## src/rtl/tlb_pkg.sv

```systemverilog
package tlb_pkg;
  typedef enum logic [1:0] {
    PICK_MATCH = 2'd0,
    PICK_FREE  = 2'd1,
    PICK_ROBIN = 2'd2
  } pick_e;
endpackage

```

## src/rtl/tlb_slot.sv

```systemverilog
module tlb_slot #(
  parameter int VPN_W = 20,
  parameter int PFN_W = 20
) (
  input  logic             clk,
  input  logic             rst,
  input  logic             clr_all,
  input  logic             wr_en,
  input  logic [VPN_W-1:0] wr_vpn,
  input  logic [PFN_W-1:0] wr_pfn,
  input  logic             hit_upd,
  input  logic             hit_wr,
  input  logic [VPN_W-1:0] probe_vpn,
  output logic             probe_match,
  output logic             fill_match,
  output logic             valid_o,
  output logic [PFN_W-1:0] pfn_o,
  output logic             acc_o,
  output logic             dirty_o
);
  logic             valid_q;
  logic [VPN_W-1:0] vpn_q;
  logic [PFN_W-1:0] pfn_q;
  logic             acc_q;
  logic             dirty_q;

  always_ff @(posedge clk) begin
    if (rst) begin
      valid_q <= 1'b0;
      vpn_q   <= '0;
      pfn_q   <= '0;
      acc_q   <= 1'b0;
      dirty_q <= 1'b0;
    end else begin
      if (clr_all) valid_q <= 1'b0;
      if (wr_en) begin
        valid_q <= 1'b1;
        vpn_q   <= wr_vpn;
        pfn_q   <= wr_pfn;
        acc_q   <= 1'b0;
        dirty_q <= 1'b0;
      end else if (hit_upd) begin
        acc_q <= 1'b1;
        if (hit_wr) dirty_q <= 1'b1;
      end
    end
  end

  assign probe_match = valid_q && (vpn_q == probe_vpn);
  assign fill_match  = valid_q && (vpn_q == wr_vpn);
  assign valid_o     = valid_q;
  assign pfn_o       = pfn_q;
  assign acc_o       = acc_q;
  assign dirty_o     = dirty_q;
endmodule

```

## src/rtl/tlb_hit_mux.sv

```systemverilog
module tlb_hit_mux #(
  parameter int ENTRIES = 8,
  parameter int PFN_W   = 20,
  localparam int IDX_W  = (ENTRIES > 1) ? $clog2(ENTRIES) : 1
) (
  input  logic [ENTRIES-1:0]            hit_vec,
  input  logic [ENTRIES-1:0][PFN_W-1:0] pfn_arr,
  input  logic [ENTRIES-1:0]            acc_arr,
  input  logic [ENTRIES-1:0]            dirty_arr,
  output logic [IDX_W-1:0]              hit_idx,
  output logic [PFN_W-1:0]              hit_pfn,
  output logic                          hit_acc,
  output logic                          hit_dirty
);
  always_comb begin
    hit_idx   = '0;
    hit_pfn   = '0;
    hit_acc   = 1'b0;
    hit_dirty = 1'b0;
    for (int i = 0; i < ENTRIES; i++) begin
      if (hit_vec[i]) begin
        hit_idx   = hit_idx | IDX_W'(i);
        hit_pfn   = hit_pfn | pfn_arr[i];
        hit_acc   = hit_acc | acc_arr[i];
        hit_dirty = hit_dirty | dirty_arr[i];
      end
    end
  end
endmodule

```

## src/rtl/tlb_victim.sv

```systemverilog
module tlb_victim
  import tlb_pkg::*;
#(
  parameter int ENTRIES = 8,
  localparam int IDX_W  = (ENTRIES > 1) ? $clog2(ENTRIES) : 1
) (
  input  logic               clk,
  input  logic               rst,
  input  logic               fire,
  input  logic [ENTRIES-1:0] fmatch,
  input  logic [ENTRIES-1:0] valid,
  output logic [ENTRIES-1:0] tgt_sel,
  output pick_e              pick
);
  logic [IDX_W-1:0] rr_q;
  logic [IDX_W-1:0] tgt_idx;
  logic             found_m;
  logic             found_f;

  always_comb begin
    found_m = 1'b0;
    found_f = 1'b0;
    pick    = PICK_ROBIN;
    tgt_idx = rr_q;
    for (int i = 0; i < ENTRIES; i++) begin
      if (!found_m && fmatch[i]) begin
        found_m = 1'b1;
        tgt_idx = IDX_W'(i);
        pick    = PICK_MATCH;
      end
    end
    if (!found_m) begin
      for (int i = 0; i < ENTRIES; i++) begin
        if (!found_f && !valid[i]) begin
          found_f = 1'b1;
          tgt_idx = IDX_W'(i);
          pick    = PICK_FREE;
        end
      end
    end
  end

  assign tgt_sel = fire ? (ENTRIES'(1) << tgt_idx) : '0;

  always_ff @(posedge clk) begin
    if (rst) begin
      rr_q <= '0;
    end else if (fire && pick == PICK_ROBIN) begin
      if (rr_q == IDX_W'(ENTRIES - 1)) rr_q <= '0;
      else rr_q <= rr_q + 1'b1;
    end
  end
endmodule

```

## src/rtl/tlb_fa.sv

```systemverilog
module tlb_fa #(
  parameter int ENTRIES = 8,
  parameter int VA_W    = 32,
  parameter int PA_W    = 32,
  parameter int OFF_W   = 12,
  localparam int VPN_W  = VA_W - OFF_W,
  localparam int PFN_W  = PA_W - OFF_W,
  localparam int IDX_W  = (ENTRIES > 1) ? $clog2(ENTRIES) : 1
) (
  input  logic             clk,
  input  logic             rst,
  input  logic             lk_valid,
  input  logic [VA_W-1:0]  lk_vaddr,
  input  logic             lk_write,
  output logic             lk_hit,
  output logic [IDX_W-1:0] lk_way,
  output logic [PA_W-1:0]  lk_paddr,
  output logic             lk_ref,
  output logic             lk_dirty,
  output logic             walk_req,
  input  logic             fill_valid,
  output logic             fill_ready,
  input  logic [VPN_W-1:0] fill_vpn,
  input  logic [PFN_W-1:0] fill_pfn,
  input  logic             inv_all
);
  import tlb_pkg::*;

  logic [VPN_W-1:0]            probe_vpn;
  logic [ENTRIES-1:0]          hit_vec;
  logic [ENTRIES-1:0]          fmatch_vec;
  logic [ENTRIES-1:0]          valid_vec;
  logic [ENTRIES-1:0][PFN_W-1:0] pfn_arr;
  logic [ENTRIES-1:0]          acc_arr;
  logic [ENTRIES-1:0]          dirty_arr;
  logic [ENTRIES-1:0]          tgt_sel;
  logic [PFN_W-1:0]            hit_pfn;
  logic                        any_hit;
  logic                        fill_fire;
  pick_e                       pick;

  assign probe_vpn  = lk_vaddr[VA_W-1:OFF_W];
  assign fill_ready = !rst && !inv_all;
  assign fill_fire  = fill_valid && fill_ready;

  for (genvar g = 0; g < ENTRIES; g++) begin : g_slot
    tlb_slot #(.VPN_W(VPN_W), .PFN_W(PFN_W)) u_slot (
      .clk        (clk),
      .rst        (rst),
      .clr_all    (inv_all),
      .wr_en      (tgt_sel[g]),
      .wr_vpn     (fill_vpn),
      .wr_pfn     (fill_pfn),
      .hit_upd    (lk_valid && hit_vec[g]),
      .hit_wr     (lk_write),
      .probe_vpn  (probe_vpn),
      .probe_match(hit_vec[g]),
      .fill_match (fmatch_vec[g]),
      .valid_o    (valid_vec[g]),
      .pfn_o      (pfn_arr[g]),
      .acc_o      (acc_arr[g]),
      .dirty_o    (dirty_arr[g])
    );
  end

  tlb_hit_mux #(.ENTRIES(ENTRIES), .PFN_W(PFN_W)) u_mux (
    .hit_vec  (hit_vec),
    .pfn_arr  (pfn_arr),
    .acc_arr  (acc_arr),
    .dirty_arr(dirty_arr),
    .hit_idx  (lk_way),
    .hit_pfn  (hit_pfn),
    .hit_acc  (lk_ref),
    .hit_dirty(lk_dirty)
  );

  tlb_victim #(.ENTRIES(ENTRIES)) u_victim (
    .clk    (clk),
    .rst    (rst),
    .fire   (fill_fire),
    .fmatch (fmatch_vec),
    .valid  (valid_vec),
    .tgt_sel(tgt_sel),
    .pick   (pick)
  );

  assign any_hit  = |hit_vec;
  assign lk_hit   = lk_valid && any_hit;
  assign walk_req = lk_valid && !any_hit;
  assign lk_paddr = {hit_pfn, lk_vaddr[OFF_W-1:0]};
endmodule

```

## config.mk

```make
export PLATFORM = sky130hd
export DESIGN_NAME = tlb_fa
export DESIGN_NICKNAME = d
export VERILOG_FILES = /design/src/rtl/tlb_pkg.sv /design/src/rtl/tlb_slot.sv /design/src/rtl/tlb_hit_mux.sv /design/src/rtl/tlb_victim.sv /design/src/rtl/tlb_fa.sv
export SDC_FILE = /design/constraint.sdc
export NUM_CORES = 1
export LEC_CHECK = 0
export CAP_MARGIN = 15
export CORE_MARGIN = 4
export CORE_UTILIZATION = 55
export CTS_BUF_LIST = sky130_fd_sc_hd__clkbuf_4
export DETAILED_ROUTE_END_ITERATION = 8
export GPL_TIMING_DRIVEN = 0
export PLACE_DENSITY = 0.78
export SYNTH_ARGS = -nofsm -noshare
export SYNTH_HDL_FRONTEND = slang
export SYNTH_SLANG_ARGS = --single-unit
```

## constraint.sdc

```tcl
create_clock -name clk -period 2.9 [get_ports clk]
set_clock_uncertainty 0.1 [all_clocks]
set_input_delay 0.29 -clock clk [delete_from_list [all_inputs] [get_ports clk]]
set_output_delay 0.29 -clock clk [all_outputs]
set_load 0.1 [all_outputs]
```

Yosys cells after proc, flatten, opt, wreduce, memory -nomap -nowiden --
Cells that the tools add are included.
Word-level totals: bits in registers 347, bits of input ports 78, output and inout port bits 40, word-level logic and storage cells 272
Operators by class: add/sub/neg operators 1, equal/unequal tests 18, shifts and indexed selects 1, mux-type cells 98, bitwise operators 21, reductions and logical operators 92
Operator list (count):
- $eq A20 B20 Y1 | 16
- $mux W20 | 8
- $or A20 B20 Y20 | 7
- $mux W3 | 22
- $mux W1 | 48
- $logic_and A1 B1 Y1 | 43
- $mux W2 | 19
- $logic_not A1 Y1 | 24
- $reduce_and A2 Y1 | 8
- $reduce_bool A2 Y1 | 8
- $reduce_or A2 Y1 | 8
- $or A1 B1 Y1 | 14
- $mux W8 | 1
- $reduce_or A8 Y1 | 1
- $shl A1 B3 Y8 const A | 1
- $add A3 B1 Y3 const B | 1
- $eq A3 B3 Y1 const B | 1
- $eq A2 B2 Y1 const B | 1

Longest topological paths before layout --
Gate-level depths: netlist of run 1.
depth in word-level cells 56, mapped depth 13, mapped depth without buffers 9

Modules after synthesis --
A second synthesis of run 1 with hierarchy kept.
Unflattened totals: cells, all modules 1774, area total of the unflattened synthesis 17068.9 µm²
By module, submodules not included:
- tlb_slot | times used 8, cells each 194, area an instance 1934.4 µm², seq. area each 860.8 µm²
- tlb_hit_mux | times used 1, cells each 129, area an instance 900.9 µm², seq. area each 0.0 µm²
- tlb_victim | times used 1, cells each 67, area an instance 503.0 µm², seq. area each 60.1 µm²
- tlb_fa | times used 1, cells each 26, area an instance 190.2 µm², seq. area each 0.0 µm²

Worst setup path before layout of run 1 --
Ideal clock, no wire load.
path kind input port to output port, start input lk_vaddr[28], end output lk_hit, data arrival time 4.103 ns, data required time 2.510 ns, path slack -1.593 ns, stages on the path 9, path buffers 1, path through clkbuf_1 xor2_1 nor4_1 nand4_1 nor4_1 nor2_1 nand2_1 nor2_1 nor2b_1
Between the ends: longest elaborated chain between the ends 4, elaborated cells between the ends (all ways) 18, classes of those cells 8 x eq/ne; 10 x reduce/logical
RTL lines:
- start, declared | RTL line tlb_fa.sv:13 | input logic [VA_W-1:0] lk_vaddr,
- $eq A20 B20 Y1 | RTL line tlb_slot.sv:49 | assign probe_match = valid_q && (vpn_q == probe_vpn);
- $logic_and A1 B1 Y1 | RTL line tlb_slot.sv:49
- $reduce_or A8 Y1 (*) | RTL line tlb_fa.sv:87 | assign any_hit = |hit_vec;
- $logic_and A1 B1 Y1 (*) | RTL line tlb_fa.sv:88 | assign lk_hit = lk_valid && any_hit;
- end, declared | RTL line tlb_fa.sv:15 | output logic lk_hit,
Every way passes the cells marked *; elsewhere a longest branch is shown, timed or not.

Worst setup path after layout of run 1 --
start register g_slot[3].u_slot.vpn_q[3], end output lk_paddr[25]
Between the ends: longest elaborated chain between the ends 11
RTL lines:
- start, declared | RTL line tlb_slot.sv:22 | logic [VPN_W-1:0] vpn_q;
- start signal, assigned | RTL line tlb_slot.sv:38 | vpn_q <= wr_vpn;
- $eq A20 B20 Y1 (*) | RTL line tlb_slot.sv:49
- $logic_and A1 B1 Y1 (*) | RTL line tlb_slot.sv:49
- $mux W20 (*) | RTL line tlb_hit_mux.sv:21 | if (hit_vec[i]) begin
- $or A20 B20 Y20 | RTL line tlb_hit_mux.sv:23 | hit_pfn = hit_pfn | pfn_arr[i];
- $mux W20 (*) | RTL line tlb_hit_mux.sv:21
- $or A20 B20 Y20 | RTL line tlb_hit_mux.sv:23
- $mux W20 (*) | RTL line tlb_hit_mux.sv:21
- $or A20 B20 Y20 | RTL line tlb_hit_mux.sv:23
- $mux W20 (*) | RTL line tlb_hit_mux.sv:21
- $or A20 B20 Y20 | RTL line tlb_hit_mux.sv:23
- $mux W20 (*) | RTL line tlb_hit_mux.sv:21
- end, declared | RTL line tlb_fa.sv:17 | output logic [PA_W-1:0] lk_paddr,
Marks and branches as above.

==> impl_metrics.py, run 1 <==
metrics = {
    "run_status": {
        "outcome": "finished, violations left",
        "violations": "setup timing",
    },
    "power_and_ir_drop": {
        "p_comb_share_pct": 11.7,
        "power_per_cell_area_mw_per_mm2": 413,
        "pwr-share-clk_pct": 41.7,
        "p_sw_share_pct": 29.3,
        "p_sw_mw": 3.04,
        "p_seq_share_pct": 46.6,
        "p_leak_nw": 10.8,
        "report.power.total_mw": 10.4,
        "p_int_mw": 7.35,
        "ir_drop_mv": 0.306,
    },
    "timing": {
        "period_needed_ps": 3640,
        "slew_headroom_pct": 9.14,
        "finalSetupViolCount": 372,
        "hold_violations": 0,
        "period_share_pct": 126,
        "rsz0062_at_grt": "yes",
        "worst_pin_slew_ps": 1360,
        "fmax_mhz": 274,
        "slew_viol_final": 0,
        "fin_ws_ps": -743,
        "whs_ps": 41.7,
    },
    "synthesis": {
        "synthArstFlopShare_pct": 0,
        "syn-cell-area_mm2": 0.0193,
        "synth_flop_cell": "dfxtp_1",
        "syn_inst": 1824,
        "synth_edf_count": 0,
        "synth_area_leader_cell": "dfxtp_1",
        "avgSynthCellArea_um2": 10.6,
        "ys.warnings.count": 0,
        "yosysSeqAreaShare_pct": 36.1,
        "synthDistinctLibCells": 65,
        "syn_nets": 1904,
        "synth-seq-cells": 347,
        "synth_common_cells": "dfxtp_1, nor2b_1, xnor2_1, mux2_4, xor2_1",
        "synth_top_area_share_pct": 36.1,
        "ys_top_cells_by_area": "dfxtp_1, mux2_4, xnor2_1",
        "yosysMostFrequentCell": "dfxtp_1",
    },
    "critical_path": {
        "rr_worst_depth": 14,
        "cp_cell_sequence": "xor2_1, nor4_1, nand4_1, nor4_4, buf_6, buf_12, buf_4, buf_8, a22oi_2, nand3_2, buf_12",
        "rr_endpoint": "g_slot[3].u_slot.pfn_o[15]",
        "path_max_fanout": 8,
        "critPathLaunch": "g_slot[3].u_slot.vpn_q[3]",
        "critPathBufInv": 5,
        "critPathSlowestCell": "dfxtp_1",
        "cp_common_cell": "buf_12",
        "r2r_start": "g_slot[2].u_slot.vpn_q[19]",
        "r2r_setup_slack_ps": -610,
        "crit_type": "flip-flop to output port",
        "slowest_delay_ps": 360,
        "required_ps": 2510,
        "critPathCaptureType": "output port",
        "startpoint_type": "flip-flop",
        "critical-path-top-delay-family": "simple AND/OR/NAND/NOR gates",
        "cp_data_arrival_time_ps": 3250,
    },
    "die": {
        "die_h_um": 195,
        "coreArea_mm2": 0.0345,
        "num_rows": 68,
        "ios": 118,
        "die_w_um": 195,
        "initial_core_util_pct": 55.8,
        "die_area_mm2": 0.0381,
    },
    "finish": {
        "fin_util_pct": 72.8,
        "final_cells": 2613,
        "drive_gt1_share_pct": 36.7,
        "area_delta_synth_final_pct": 30.6,
        "nNetsFinal": 2180,
    },
    "min_path": {
        "min_to": "g_slot[6].u_slot.vpn_q[6]",
        "hold_class": "input port to flip-flop",
        "hold_depth": 3,
        "hold_start": "fill_vpn[6]",
    },
    "clock_tree": {
        "cts_made_buffers": 91,
        "cts-htree-levels": 3,
        "clk_latency_ps": 890,
        "cts.sinks": 347,
        "cts_root_buf": "clkbuf_4",
        "clkTransAtPathRegs_ps": 70,
        "cts_buffer_depth": 3,
        "cts_tree": "yes",
    },
    "detailed_routing": {
        "drt_pass1_iterations": 7,
        "wl_per_cell_um": 31.0,
        "wirelength_um": 81100,
        "vias": 17100,
        "drc": 0,
        "dr.first_iter.drc_count": 2081,
        "viasPerCell": 6.56,
        "final_antenna_net_count": 0,
    },
    "placement": {
        "place.gp.congestion": 0.985,
        "dp_hpwl_um": 47400,
        "dp.cells": 2346,
        "io_buffers": 64,
    },
    "grt": {
        "antenna_found_initial": 3,
        "gr-usage-all-layers_pct": 40.1,
        "grt_pass1_vias": 17200,
        "overflow": 0,
        "grt_max_degree": 14,
        "grt_pass1_wl_um": 114000,
    },
    "run": {
        "maxCapViolCount": 0,
    },
}
## worst reg2reg max path: cells and delay by family, from the launching register on
| kind | cells | cell delay (ps) |
|---|---|---|
| compound gates | 3 | 620 |
| mux | 1 | 300 |
| simple gates | 4 | 790 |
| flops | 1 | 480 |
| xor+xnor | 1 | 240 |
| buf+inv | 5 | 860 |
## worst max-delay path by stage
stage              endpoint  slack [ps]  depth (start not counted)
3_5_place_dp   lk_paddr[19]       -2740                          9
5_1_grt            walk_req        -750                         10
3_3_place_gp   lk_paddr[24]       -2750                          9
6_report       lk_paddr[25]        -740                         11
4_1_cts        lk_paddr[23]        -670                         11
2_1_floorplan        lk_hit        -100                          9
## through the flow
step	setup slack [ps]	cell area, um2	TNS [ps]
after global routing	-753	25200	-204910
after detailed placement	-2740	21200	-323330
after CTS	-675	24700	-145930
final	-743	25200	-188450
after floorplan	-105	20000	-4770
after global placement	-2750	21200	-334580
## routing by layer
metal | global-route usage [%] | vias up | wire length (um)
met5 | 0 | - | 17
met4 | 20.4 | 2 | 5730
met3 | 12.2 | 477 | 9330
met2 | 62.1 | 1306 | 35400
met1 | 50.7 | 8322 | 30600
li1 | - | 7037 | -
## placed cells by master, fill, tap and decap left out, drive strengths merged, types with 41 or more instances in the layout
cell type | Yosys | layout
a22o | 102 | 102
a22oi | 44 | 44
buf | 96 | 239
clkbuf | 75 | 197
dfxtp | 347 | 347
mux2 | 240 | 240
nand3 | 47 | 47
nand4 | 76 | 76
nor2b | 241 | 241
nor4 | 41 | 41
xnor2 | 202 | 202
xor2 | 118 | 118
## sequential cells by signal (all words and copies together), names as in the netlist
name                   count
g_slot.u_slot.acc_o        8
g_slot.u_slot.dirty_o      8
g_slot.u_slot.pfn_o      160
g_slot.u_slot.valid_o      8
g_slot.u_slot.vpn_q      160
u_victim.rr_q              3
## layout make-up
type	instances	area (um2)
fill	2425	9380
clock buffer	122	916
sequential	347	7000
clock inverter	26	166
antenna	3	7.51
multi-input combinational	1305	12200
buffer	168	1750
timing repair buffer	185	2530
tap	455	569
inverter	2	7.51
## power groups by stage
stage               Sequential, mW  Combinational [mW]  Clock, mW
global route                  4.84                1.24       4.58
CTS                           4.84                1.16       4.28
detailed placement            4.95                1.09          0
finish                        4.84                1.22       4.33
floorplan                     4.94               0.711          0
global placement              4.95                1.09          0
## repair_timing
action	in CTS	in global routing
hold buffers	2	0
buffers inserted	68	20
setup endpoints to repair	372	372
cloned	26	5
hold endpoints to repair	3	0
pin swaps	95	26
gates resized for setup	491	62
## cells by family after synthesis
family,share of synthesized area [%]
adders and majority gates,0.130
xor gates and xnor gates,14.9
DFF,36.1
buffers and inverters,6.13
and+or+nand+nor,16.6
muxes,17.1
AOI/OAI and AO/OA,9.00
Power figures use the tool's default switching activity.
==> inputs of run 2 (changes only) <==
Settings changed: CTS_CLUSTER_SIZE set to 12.
==> run 2 against run 1 <==
Die area stayed put. Non-clock buffer count stayed put. Clock power about the same. Largest power group unchanged. Global-route usage unchanged. Clock-buffer cell count stayed put. Utilization hardly changed. The flow still finishes with violations (setup timing). Register-to-register slack is essentially flat. Flip-flop and latch count stayed put. First-iteration DRC count shrank 2.1%.
==> impl_metrics.py, run 2 (same netlist as run 1, synthesis figures left out) <==
metrics = {
    "finish": {
        "mostFrequentLayoutCell": "dfxtp_1",
        "nNetsFinal": 2180,
        "area_delta_synth_final_pct": 30.7,
        "drive_gt1_share_pct": 36.7,
        "fin_util_pct": 72.9,
        "final_cell_mix": "dfxtp_1, nor2b_1, mux2_4",
    },
    "die": {
        "ios": 118,
        "initial_core_util_pct": 55.8,
        "die_w_um": 195,
        "num_rows": 68,
        "coreArea_mm2": 0.0345,
        "die_area_mm2": 0.0381,
        "die_h_um": 195,
    },
    "detailed_routing": {
        "viasPerCell": 6.51,
        "drc": 0,
        "drt_pass1_iterations": 9,
        "vias": 17000,
        "dr.first_iter.drc_count": 2038,
        "wirelength_um": 81000,
        "final_antenna_net_count": 0,
        "wl_per_cell_um": 31.0,
    },
    "placement": {
        "place.gp.congestion": 0.985,
        "dp_hpwl_um": 47400,
        "io_buffers": 64,
    },
    "power_and_ir_drop": {
        "p_leak_nw": 10.8,
        "ir_drop_mv": 0.308,
        "power_per_cell_area_mw_per_mm2": 413,
    },
    "timing": {
        "fmax_mhz": 273,
        "worst_pin_slew_ps": 1380,
        "finalSetupViolCount": 374,
        "slew_headroom_pct": 7.86,
        "hold_violations": 0,
        "final.setup.tns_ps": -189480,
        "slew_viol_final": 0,
        "whs_ps": 27.4,
        "fin_ws_ps": -764,
        "period_needed_ps": 3660,
        "rsz0062_at_grt": "yes",
        "period_share_pct": 126,
    },
    "critical_path": {
        "cp_cell_sequence": "xor2_1, nor4_1, nand4_1, nor4_4, buf_6, buf_12, buf_4, buf_8, a22oi_2, nand3_2, buf_12",
        "crit_type": "flip-flop to output port",
        "critPathCaptureType": "output port",
        "rr_worst_depth": 14,
        "critical-path-top-delay-family": "simple AND/OR/NAND/NOR gates",
        "critPathSlowestCell": "nor4_1",
        "required_ps": 2510,
        "critPathBufInv": 5,
        "slowest_delay_ps": 380,
        "path_depth": 11,
        "cp_data_arrival_time_ps": 3270,
        "startpoint_type": "flip-flop",
        "cp_common_cell": "buf_12",
        "path_max_fanout": 8,
    },
    "clock_tree": {
        "clkTransAtPathRegs_ps": 70,
        "cts.sinks": 347,
        "cts_root_buf": "clkbuf_4",
        "cts-htree-levels": 3,
        "cts_tree": "yes",
        "clk_latency_ps": 900,
        "cts_buffer_depth": 3,
        "cts_made_buffers": 91,
    },
    "run_status": {
        "outcome": "finished, violations left",
        "violations": "setup timing",
    },
    "grt": {
        "antenna_found_initial": 3,
        "grt_max_degree": 14,
        "gr-usage-all-layers_pct": 40.1,
        "overflow": 0,
        "grt_pass1_wl_um": 114000,
        "grt_pass1_vias": 17200,
    },
    "min_path": {
        "hold_depth": 3,
        "hold_class": "input port to flip-flop",
    },
    "run": {
        "maxCapViolCount": 0,
    },
}
run 2: cell types whose count changed in the layout (fill, tap and decap cells not counted):
cell     delta
diode_2     +2
run 2: path summary, 6_finish.rpt:
| path | slack [ps] | start | to |
|---|---|---|---|
| setup / recovery | -760 | g_slot[3].u_slot.vpn_q[3] | lk_paddr[25] |
| hold reg to reg | 380 | g_slot[4].u_slot.pfn_o[19] | g_slot[4].u_slot.pfn_o[19] |
| setup reg to reg | -610 | g_slot[2].u_slot.vpn_q[19] | g_slot[3].u_slot.pfn_o[15] |
| hold / removal | 30 | fill_vpn[6] | g_slot[6].u_slot.vpn_q[6] |
run 2: cell type report:
type | instances | area, um2
fill | 2424 | 9380
clock inverter | 26 | 166
antenna | 5 | 12.5
sequential | 347 | 7000
multi-input combinational | 1305 | 12200
inverter | 2 | 7.51
timing repair buffer | 185 | 2530
tap | 455 | 569
buffer | 168 | 1750
clock buffer | 122 | 916
run 2: power by group:
group          internal, mW  leakage [nW]  switching, mW
Clock                  2.11         0.637           2.22
Sequential             4.80          2.82         0.0394
Combinational         0.435          7.38          0.784
run 2: timing repair:
| item | 4_1_cts | 5_1_grt |
|---|---|---|
| resized for setup | 491 | 62 |
| setup buffers | 68 | 20 |
| hold buffers | 2 | 0 |
| hold endpoints to repair | 3 | 0 |
| pin swaps | 95 | 26 |
| setup endpoints to repair | 372 | 372 |
| gates cloned | 26 | 5 |
run 2: per-layer routing:
layer	up-vias	global-route usage, %	routed length (um)
li1	7018	-	-
met2	1281	62.1	35400
met4	2	20.4	5560
met1	8242	50.7	30500
met3	469	12.2	9570
met5	-	0	17
run 2: per-stage QoR:
stage / area, um2 / instances / power, mW / worst slack, ps
floorplan: 20000 / 1824 / 5.65 / -105
global placement: 21200 / 2343 / 6.04 / -2750
detailed placement: 21200 / 2346 / 6.04 / -2740
CTS: 24700 / 2589 / 10.3 / -675
global route: 25200 / 2613 / 10.7 / -753
finish: 25200 / 2615 / 10.4 / -764
run 2: worst reg2reg max path: cells and delay by family (launching register included):
kind            cells  cell delay (ps)
mux                 1              300
buf+inv             5              860
xor+xnor            1              240
simple gates        4              790
flops               1              490
compound gates      3              620
